File: src/rtl/srd_pkg.sv
package srd_pkg;

  typedef enum logic [2:0] {
    ST_IDLE,
    ST_WAIT,
    ST_ACT,
    ST_RCD,
    ST_READ,
    ST_BURST,
    ST_PRE,
    ST_RP
  } srd_state_e;

  typedef struct packed {
    logic cs_n;
    logic ras_n;
    logic cas_n;
    logic we_n;
  } srd_cmd_t;

  localparam srd_cmd_t CMD_NOP = '{cs_n: 1'b0, ras_n: 1'b1, cas_n: 1'b1, we_n: 1'b1};
  localparam srd_cmd_t CMD_ACT = '{cs_n: 1'b0, ras_n: 1'b0, cas_n: 1'b1, we_n: 1'b1};
  localparam srd_cmd_t CMD_RD  = '{cs_n: 1'b0, ras_n: 1'b1, cas_n: 1'b0, we_n: 1'b1};
  localparam srd_cmd_t CMD_PRE = '{cs_n: 1'b0, ras_n: 1'b0, cas_n: 1'b1, we_n: 1'b0};

  // True when a whole line still fits into the FIFO.
  function automatic logic fifo_has_room(input int used, input int depth, input int page);
    return (used <= depth) && ((depth - used) >= page);
  endfunction

  // Cycles spent after PRECHARGE: enough for tRP and for the data tail to drain.
  function automatic int post_cycles(input int t_rp, input int cas_lat);
    return ((t_rp - 1) > cas_lat) ? (t_rp - 1) : cas_lat;
  endfunction

endpackage

File: src/rtl/srd_seq.sv
module srd_seq
  import srd_pkg::*;
#(
  parameter int T_RCD   = 2,
  parameter int T_RP    = 2,
  parameter int CAS_LAT = 2,
  parameter int PAGE    = 1024
) (
  input  logic       clk,
  input  logic       rst_n,
  input  logic       start_go,
  input  logic       room_ok,
  input  logic       rows_remain,
  output srd_state_e state_o,
  output logic       row_adv_o,
  output logic       set_done_o,
  output logic       burst_live_o
);

  localparam int POST  = post_cycles(T_RP, CAS_LAT);
  localparam int TMR_W = $clog2(PAGE + POST + T_RCD + 1);

  srd_state_e       st_q, st_d;
  logic [TMR_W-1:0] tmr_q, tmr_d;
  logic             tmr_zero;

  assign tmr_zero = (tmr_q == '0);

  always_comb begin
    st_d       = st_q;
    tmr_d      = tmr_q;
    row_adv_o  = 1'b0;
    set_done_o = 1'b0;
    case (st_q)
      ST_IDLE: if (start_go) st_d = ST_WAIT;
      ST_WAIT: begin
        if (!rows_remain) begin
          st_d       = ST_IDLE;
          set_done_o = 1'b1;
        end else if (room_ok) begin
          st_d = ST_ACT;
        end
      end
      ST_ACT: begin
        st_d  = ST_RCD;
        tmr_d = TMR_W'(T_RCD - 2);
      end
      ST_RCD: begin
        if (tmr_zero) st_d = ST_READ;
        else          tmr_d = tmr_q - 1'b1;
      end
      ST_READ: begin
        st_d  = ST_BURST;
        tmr_d = TMR_W'(PAGE - 2);
      end
      ST_BURST: begin
        if (tmr_zero) st_d = ST_PRE;
        else          tmr_d = tmr_q - 1'b1;
      end
      ST_PRE: begin
        st_d  = ST_RP;
        tmr_d = TMR_W'(POST - 1);
      end
      ST_RP: begin
        if (tmr_zero) begin
          st_d      = ST_WAIT;
          row_adv_o = 1'b1;
        end else begin
          tmr_d = tmr_q - 1'b1;
        end
      end
      default: st_d = ST_IDLE;
    endcase
  end

  always_ff @(posedge clk) begin
    if (!rst_n) begin
      st_q  <= ST_IDLE;
      tmr_q <= '0;
    end else begin
      st_q  <= st_d;
      tmr_q <= tmr_d;
    end
  end

  assign state_o      = st_q;
  assign burst_live_o = (st_q == ST_READ) || (st_q == ST_BURST);

  AST_IDLE_UNTIL_START: assert property (@(posedge clk) disable iff (!rst_n)
    (st_q == ST_IDLE && !start_go) |=> (st_q == ST_IDLE))
    else $error("sequencer left idle without a start");

endmodule

File: src/rtl/srd_rows.sv
module srd_rows #(
  parameter int ROW_W = 12
) (
  input  logic           clk,
  input  logic           rst_n,
  input  logic           start_go,
  input  logic [ROW_W:0] lines_i,
  input  logic           row_adv,
  input  logic           set_done,
  output logic [ROW_W:0] row_o,
  output logic [ROW_W:0] lines_o,
  output logic           rows_remain_o,
  output logic           done_o
);

  logic [ROW_W:0] row_q, lines_q;
  logic           done_q;

  always_ff @(posedge clk) begin
    if (!rst_n) begin
      row_q   <= '0;
      lines_q <= '0;
      done_q  <= 1'b0;
    end else begin
      if (start_go) begin
        row_q   <= '0;
        lines_q <= lines_i;
        done_q  <= 1'b0;
      end else begin
        if (row_adv)  row_q  <= row_q + 1'b1;
        if (set_done) done_q <= 1'b1;
      end
    end
  end

  assign row_o         = row_q;
  assign lines_o       = lines_q;
  assign rows_remain_o = (row_q < lines_q);
  assign done_o        = done_q;

  AST_ROW_LIMIT: assert property (@(posedge clk) disable iff (!rst_n)
    row_q <= lines_q)
    else $error("row pointer passed the line count");

  AST_DONE_CLEAR: assert property (@(posedge clk) disable iff (!rst_n)
    start_go |=> !done_q)
    else $error("done survived an accepted start");

endmodule

File: src/rtl/srd_retpipe.sv
module srd_retpipe #(
  parameter int CAS_LAT = 2
) (
  input  logic clk,
  input  logic rst_n,
  input  logic burst_live,
  output logic push_o
);

  logic [CAS_LAT-1:0] sh_q;

  generate
    if (CAS_LAT == 1) begin : g_one
      always_ff @(posedge clk) begin
        if (!rst_n) sh_q <= '0;
        else        sh_q <= burst_live;
      end
    end else begin : g_many
      always_ff @(posedge clk) begin
        if (!rst_n) sh_q <= '0;
        else        sh_q <= {sh_q[CAS_LAT-2:0], burst_live};
      end
    end
  endgenerate

  assign push_o = sh_q[CAS_LAT-1];

endmodule

File: src/rtl/sdram_fifo_reader.sv
module sdram_fifo_reader
  import srd_pkg::*;
#(
  parameter int DATA_W  = 16,
  parameter int ROW_W   = 12,
  parameter int COL_W   = 10,
  parameter int ADDR_W  = 13,
  parameter int BA_W    = 2,
  parameter int BANK    = 0,
  parameter int FIFO_AW = 12,
  parameter int T_RCD   = 2,
  parameter int T_RP    = 2,
  parameter int CAS_LAT = 2
) (
  input  logic              clk,
  input  logic              rst_n,
  input  logic              start_i,
  input  logic [ROW_W:0]    lines_i,
  input  logic [FIFO_AW:0]  fifo_used_i,
  input  logic [DATA_W-1:0] sd_dq_i,
  output logic              sd_cs_n,
  output logic              sd_ras_n,
  output logic              sd_cas_n,
  output logic              sd_we_n,
  output logic [BA_W-1:0]   sd_ba,
  output logic [ADDR_W-1:0] sd_addr,
  output logic              fifo_wrreq_o,
  output logic [DATA_W-1:0] fifo_data_o,
  output logic              done_o
);

  localparam int PAGE  = 1 << COL_W;
  localparam int DEPTH = 1 << FIFO_AW;
  localparam int PCW   = COL_W + 2;

  srd_state_e     state;
  srd_cmd_t       cmd;
  logic           start_go, room_ok, rows_remain, row_adv, set_done, burst_live;
  logic [ROW_W:0] row_q, lines_q;

  // named events for the checks
  logic ev_act, ev_read, ev_pre, ev_push, ev_idle;

  assign ev_idle  = (state == ST_IDLE);
  assign start_go = start_i && ev_idle;
  assign room_ok  = fifo_has_room(int'(fifo_used_i), DEPTH, PAGE);

  srd_seq #(
    .T_RCD(T_RCD), .T_RP(T_RP), .CAS_LAT(CAS_LAT), .PAGE(PAGE)
  ) i_seq (
    .clk(clk), .rst_n(rst_n), .start_go(start_go), .room_ok(room_ok),
    .rows_remain(rows_remain), .state_o(state), .row_adv_o(row_adv),
    .set_done_o(set_done), .burst_live_o(burst_live)
  );

  srd_rows #(.ROW_W(ROW_W)) i_rows (
    .clk(clk), .rst_n(rst_n), .start_go(start_go), .lines_i(lines_i),
    .row_adv(row_adv), .set_done(set_done), .row_o(row_q),
    .lines_o(lines_q), .rows_remain_o(rows_remain), .done_o(done_o)
  );

  srd_retpipe #(.CAS_LAT(CAS_LAT)) i_ret (
    .clk(clk), .rst_n(rst_n), .burst_live(burst_live), .push_o(ev_push)
  );

  always_comb begin
    cmd     = CMD_NOP;
    sd_addr = '0;
    case (state)
      ST_ACT:  begin
        cmd     = CMD_ACT;
        sd_addr = {{(ADDR_W-ROW_W){1'b0}}, row_q[ROW_W-1:0]};
      end
      ST_READ: cmd = CMD_RD;
      ST_PRE:  cmd = CMD_PRE;
      default: cmd = CMD_NOP;
    endcase
  end

  assign ev_act  = (state == ST_ACT);
  assign ev_read = (state == ST_READ);
  assign ev_pre  = (state == ST_PRE);

  assign sd_cs_n      = cmd.cs_n;
  assign sd_ras_n     = cmd.ras_n;
  assign sd_cas_n     = cmd.cas_n;
  assign sd_we_n      = cmd.we_n;
  assign sd_ba        = BA_W'(BANK);
  assign fifo_wrreq_o = ev_push;
  assign fifo_data_o  = sd_dq_i;

  // push counter used only by the checks below
  logic [PCW-1:0] push_cnt_q;
  always_ff @(posedge clk) begin
    if (!rst_n)      push_cnt_q <= '0;
    else if (ev_act) push_cnt_q <= '0;
    else if (ev_push) push_cnt_q <= push_cnt_q + 1'b1;
  end

  AST_ACT_NEEDS_ROOM: assert property (@(posedge clk) disable iff (!rst_n)
    ev_act |-> $past(room_ok))
    else $error("row opened without room in the FIFO");

  AST_READ_AFTER_RCD: assert property (@(posedge clk) disable iff (!rst_n)
    ev_read |-> $past(ev_act, T_RCD))
    else $error("READ not T_RCD after ACTIVE");

  AST_PRE_ENDS_BURST: assert property (@(posedge clk) disable iff (!rst_n)
    ev_pre |-> ($past(burst_live) && !burst_live))
    else $error("PRECHARGE outside burst end");

  AST_PUSH_IN_WINDOW: assert property (@(posedge clk) disable iff (!rst_n)
    ev_push |-> $past(burst_live, CAS_LAT))
    else $error("FIFO push outside the data window");

  AST_FULL_LINE_PUSHED: assert property (@(posedge clk) disable iff (!rst_n)
    ev_act |-> (push_cnt_q == '0 || push_cnt_q == PCW'(PAGE)))
    else $error("previous line pushed a wrong word count");

  AST_DONE_QUIET: assert property (@(posedge clk) disable iff (!rst_n)
    done_o |-> (cmd == CMD_NOP && !ev_push))
    else $error("activity while done");

  AST_START_IGNORED: assert property (@(posedge clk) disable iff (!rst_n)
    (start_i && !ev_idle) |=> $stable(lines_q))
    else $error("busy start changed the line count");

endmodule

File: config.mk
export PLATFORM = sky130hd
export DESIGN_NAME = sdram_fifo_reader
export DESIGN_NICKNAME = d
export VERILOG_FILES = /design/src/rtl/srd_pkg.sv /design/src/rtl/srd_seq.sv /design/src/rtl/srd_rows.sv /design/src/rtl/srd_retpipe.sv /design/src/rtl/sdram_fifo_reader.sv
export SDC_FILE = /design/constraint.sdc
export NUM_CORES = 1
export LEC_CHECK = 0
export BUFFER_PORTS_ARGS = -buffer_cell sky130_fd_sc_hd__clkbuf_2
export CORE_MARGIN = 1.5
export CORE_UTILIZATION = 45
export CTS_CLUSTER_DIAMETER = 50
export CTS_CLUSTER_SIZE = 24
export DETAILED_ROUTE_END_ITERATION = 12
export PLACE_DENSITY = 0.72
export RECOVER_POWER = 50
export SLEW_MARGIN = 10
export SYNTH_ARGS = -nofsm -noshare
export SYNTH_HDL_FRONTEND = slang
export SYNTH_SLANG_ARGS = --single-unit
File: constraint.sdc
create_clock -name clk -period 2.4 [get_ports clk]
set_input_delay 0.12 -clock clk [delete_from_list [all_inputs] [get_ports clk]]
set_output_delay 0.12 -clock clk [all_outputs]
set_load 0.05 [all_outputs]
# Yosys cells after proc, flatten, opt, wreduce, memory -nomap -nowiden
# Cells that the tools add are included.
# op_classes
order_cmp	3
n_eq_ne	13
bitwise	1
n_addsub	3
n_mux	15
reduce_logical	10
# ops
cell	count
11-bit case mux with 4 select lines	1
3-bit case mux with 8 select lines	1
3-bit 2-to-1 mux	6
14-bit by 12-bit >= comparator with 1-bit output (second input constant)	1
13-bit by 13-bit subtractor with 14-bit output (first input constant)	1
13-bit by 1-bit adder with 13-bit output (second input constant)	1
13-bit <= comparator (second input constant)	1
13-bit less-than comparator	1
3-bit equality test (second input constant)	4
12-bit 2-to-1 mux	1
11-bit zero test	1
11-bit 2-to-1 mux	1
11-bit by 1-bit subtractor with 11-bit output (second input constant)	1
3-bit case mux with 3 select lines	1
2-bit by 1-bit inequality test with 1-bit output (second input constant)	4
3-bit by 2-bit equality test with 1-bit output (second input constant)	2
5-bit AND reduction	1
1-bit 2-to-1 mux	4
4-bit nonzero test	1
3-bit by 1-bit equality test with 1-bit output (second input constant)	1
3-bit zero test	1
3-bit by 2-bit inequality test with 1-bit output (second input constant)	1
3-bit OR reduction	1
1-bit logical AND	2
other kinds (5)	5
# totals
out_inout_bits	37
register_bits	43
in_bits	45

# Depth between registers and ports, before layout
# logic_depth
ltp_word	6
depth_mapped	9
depth_no_buf	8

# By module
# Synthesis repeated with hierarchy kept, for this count alone.
# unflattened
cells_unflattened	319
hier_area_um2	2713.9
# modules_own_cells
mod	seq_area_each_um2	cells_each	area_each_um2	n_inst
srd_rows	540.5	153	1411.4	1
srd_seq	280.3	117	933.4	1
sdram_fifo_reader	0.0	45	316.6	1
srd_retpipe	40.0	4	52.6	1

# Least setup slack after synthesis
# OpenSTA, ideal clock, no wires.
# synth_path
kind	reg-to-output
start	register i_seq.st_q[1], in the netlist i_seq.state_o[1]
end	output port sd_addr[10]
t_required_ns	2.280
arrival_ns	2.262
slack_ns	0.018
path_stages_with_launch	4
path_buffers	1
path_cell_list	dfxtp_1 clkbuf_1 nand2b_1 nor3_1
# synth_via
elab_chain_cells	2
# synth_rtl
element	line_no	rtl
start: declaration	srd_seq.sv:23	srd_state_e st_q, st_d;
start signal: assignment	srd_seq.sv:81	st_q <= st_d;
3-bit by 2-bit equality test with 1-bit output	sdram_fifo_reader.sv:69	case (state)
12-bit 2-to-1 mux	sdram_fifo_reader.sv:69	
end: declaration	sdram_fifo_reader.sv:26	output logic [ADDR_W-1:0] sd_addr,
# Every way passes these cells.

# Worst setup path in the final report
# layout_path
start	register i_seq.st_q[2], in the netlist i_seq.state_o[2]
end	output port sd_cas_n
# layout_via
elab_chain_cells	2
elab_cells_between_ends	4
# layout_rtl
element	line_no	rtl
3-bit equality test / 3-bit by 2-bit equality test with 1-bit output (equally long branches)	sdram_fifo_reader.sv:69	
3-bit case mux with 3 select lines (*)	sdram_fifo_reader.sv:69	
end: declaration	sdram_fifo_reader.sv:23	output logic sd_cas_n,
# Every way passes the cells marked *; elsewhere a longest branch is shown, timed or not.

==> flow_summary_export.csv <==
group,metric,value,unit
grt,antenna_found_initial,0,
layout,syn_to_final_growth,11.1,%
layout,stdcell_count,431,
cts,htreeDepth,2,
drt,drc,0,
placed_design,portBuffers,45,
cts,cts_hold_buf,0,
yosys,async_flop_share,0,
power,total_power,0.00231,W
timing,tightest_slew,0.887,ns
timing,rsz0062_at_grt,"no",
yosys,synthSimpleGateAreaFrac,0.281,
timing,max_freq,0.443,GHz
grt,grt_use_met1,0.242,
yosys,synthMostInstantiatedCell,"dfxtp_1",
drt,wl_per_cell,12.8,um
outcome,status,"finished clean",
critical_path,cp.arrival,2.14,ns
worst_hold_path,holdCritPathClass,"in2reg",
timing,maxSlewViolCount,0,
grt,grt.busiest_layer,"met2",
cts,cts_max_path_buffers,2,
run,maxCapViolations,0,
cts,cts_root_buf,"clkbuf_8",
yosys,yosys.area_share.xor_xnor,0.0346,
yosys,synth_top_area_cell,"dfxtp_1",
yosys,yosysWarnings,0,
critical_path,end_kind,"output pin",
timing,hold_viol,0,
critical_path,start_kind,"register",
cts,cts_made_buffers,5,
placed_design,dp_slack,0.152,ns
die,start_util,0.463,
cts,clock_latency,0.30,ns
cts,clk_pin_slew_worst_paths,0.10,ns
die,die_y,78.0,um
yosys,syn_inst,326,
yosys,syn_area_per_cell,7.77,um2
drt,vias,2277,
drt,ant_nets,0,
timing,setup_viol,0,
power,p_per_area,822,mW/mm2
power,power_leakage,1.12,nW
layout,fill_cells,551,
layout,final_net_count,417,
yosys,synth-main-ff-cell,"dfxtp_1",
yosys,synthTopCellsByCount,"43 x dfxtp_1, 41 x nand2_1, 28 x nor2_1",
critical_path,critPathMaxFanout,10,
cts,cts_tree,"yes",
cts,cts_sinks,43,
yosys,synth-compound-area-share,0.151,
yosys,synth_mux_area_frac,0.00790,
critical_path,crit_type,"reg2out",
placed_design,place_congestion,0.884,
drt,drt_iter0_markers,105,
die,die_area,0.00609,mm2
grt,grt_overflow,0,
timing,slew_headroom,0.400,
layout,multi_input_area,0.00141,mm2
grt,grt_start_max_net_pins,18,
timing,worst_slack,0.143,ns
placed_design,dp_hpwl,4.13,mm
yosys,synth_edf_count,0,
die,placementRows,27,
drt,drt-total-wl,5.51,mm
power,ir_worst_vdd,0.393,mV
placed_design,dp.cells,423,
die,io_pins,82,
yosys,synth_fa_ha_area_frac,0.0691,
yosys,synth_top_area_share,0.340,
grt,grt_use_total,0.186,
die,core,0.00547,mm2
timing,skew,0.0117,ns
layout,seqCellArea,861,um2
timing,fin_tns_setup,0,ns
yosys,ys_top_cells_by_area,"dfxtp_1 34%, ha_1 6.9%, nand2_1 6.1%, buf_4 5.9%, nor2_1 4.1%",
yosys,ys_seq_area_frac,0.340,
drt,viasPerCell,5.28,
yosys,netlist_area,0.00253,mm2
yosys,synth_top_family_by_area,"simple AND/OR/NAND/NOR gates",
grt,grt_pass1_vias,2095,
layout,antenna_cells,0,
layout,drive_gt1_frac,0.192,
die,die_x,78.0,um
grt,grtUsageMet3,0.0442,
yosys,yosysUniqueCellTypes,48,
layout,fin_util,0.514,
grt,grt_first_pass_wirelength,9.17,mm
yosys,synth.ff_latch_count,43,
drt,dr.pass1.iters,4,
timing,period_needed,2.26,ns
grt,met2_usage,0.303,
timing,finalCritPeriodShare,0.941,
critical_path,required,2.28,ns
==> layout make-up <==
class,instances,area share
clock inverter,3,0.00889
sequential,43,0.306
timing repair buffer,54,0.0991
multi-input combinational,231,0.499
clock buffer,5,0.0244
inverter,23,0.0307
tap,72,0.0320
==> routing by layer <==
layer,vias up,wire length [um]
met5,-,0
met4,0,28
met3,4,272
met2,63,2570
met1,1048,2640
li1,1162,-
==> repair_timing <==
| item | CTS | global route |
|---|---|---|
| resized for setup | 0 | 2 |
| endpoints found under the hold margin | 0 | 0 |
| setup endpoints to repair | 0 | 2 |
| setup buffers | 0 | 0 |
==> sequential cells by signal, summed over array words and instances, names as in the netlist <==
register,flops
i_ret.sh_q,2
i_rows.done_o,1
i_rows.lines_o,13
i_rows.row_o,13
i_seq.state_o,3
i_seq.tmr_q,11
==> worst max-delay path, stage by stage (launching register included) <==
cell      delay [ns]
dfxtp_1         0.42
clkbuf_1        0.39
inv_1           0.21
or3_1           0.51
clkbuf_2        0.30
==> per-stage QoR <==
stage,hold WS (ns),instance area (um2)
floorplan,0.242,2540
global placement,0.240,2730
detailed placement,0.240,2730
CTS,0.0267,2820
global route,0.0233,2820
finish,0.0281,2820
==> report_power, final <==
| group | internal (W) | leakage (nW) | switching [W] | total (W) |
|---|---|---|---|---|
| combinational | 0.000347 | 0.728 | 0.000625 | 0.000972 |
| sequential | 0.000801 | 0.349 | 0.0000604 | 0.000862 |
| clock | 0.000208 | 0.0443 | 0.000272 | 0.000480 |
==> placed cells by master (no fill, tap or decap), types with 3 or more instances in the layout <==
cell type  Yosys  final
a21oi_1       19     19
or2_2          3      3
nor4_1         6      4
o31ai_1        4      4
clkbuf_1       8      7
nand2_1       41     41
a22oi_1        8      8
nand4_1        5      5
buf_4         20      7
nor3_2         3      3
dfxtp_1       43     43
nor2_1        28     28
a31oi_1        3      3
clkbuf_8       0      5
xnor2_1        9      9
inv_1         22     22
ha_1          14     14
nand2b_1       3      3
nor3_1        10     10
and2_1        11     11
conb_1         1      4
o21ai_0       21     21
or3_1          7      7
nand3_1        9      9
clkbuf_2       0     40
==> worst paths after layout <==
path,startpoint,endpoint,slack (ns),cells after the start
hold / removal,lines_i[1],i_rows.lines_o[1]$_SDFFE_PN0P_,0.03,3
setup / recovery,i_seq.state_o[2]$_SDFFE_PN0P_,sd_cas_n,0.14,4
setup reg to reg,i_seq.tmr_q[6]$_SDFFE_PN0P_,i_rows.row_o[7]$_SDFFE_PP0P_,0.14,6
hold reg to reg,i_ret.sh_q[0]$_SDFF_PN0_,i_ret.sh_q[1]$_SDFF_PN0_,0.44,1
==> logic make-up (layout without fill, tap and decap cells) <==
| logic type | after synthesis | after routing |
|---|---|---|
| AOI/OAI and AO/OA | 64 | 64 |
| xor gates and xnor gates | 10 | 10 |
| adders and majority gates | 14 | 14 |
| buffers and inverters | 55 | 85 |
| DFF | 43 | 43 |
| muxes | 2 | 2 |
| other | 1 | 4 |
| and+or+nand+nor | 137 | 137 |
Power figures use the tool's default switching activity.
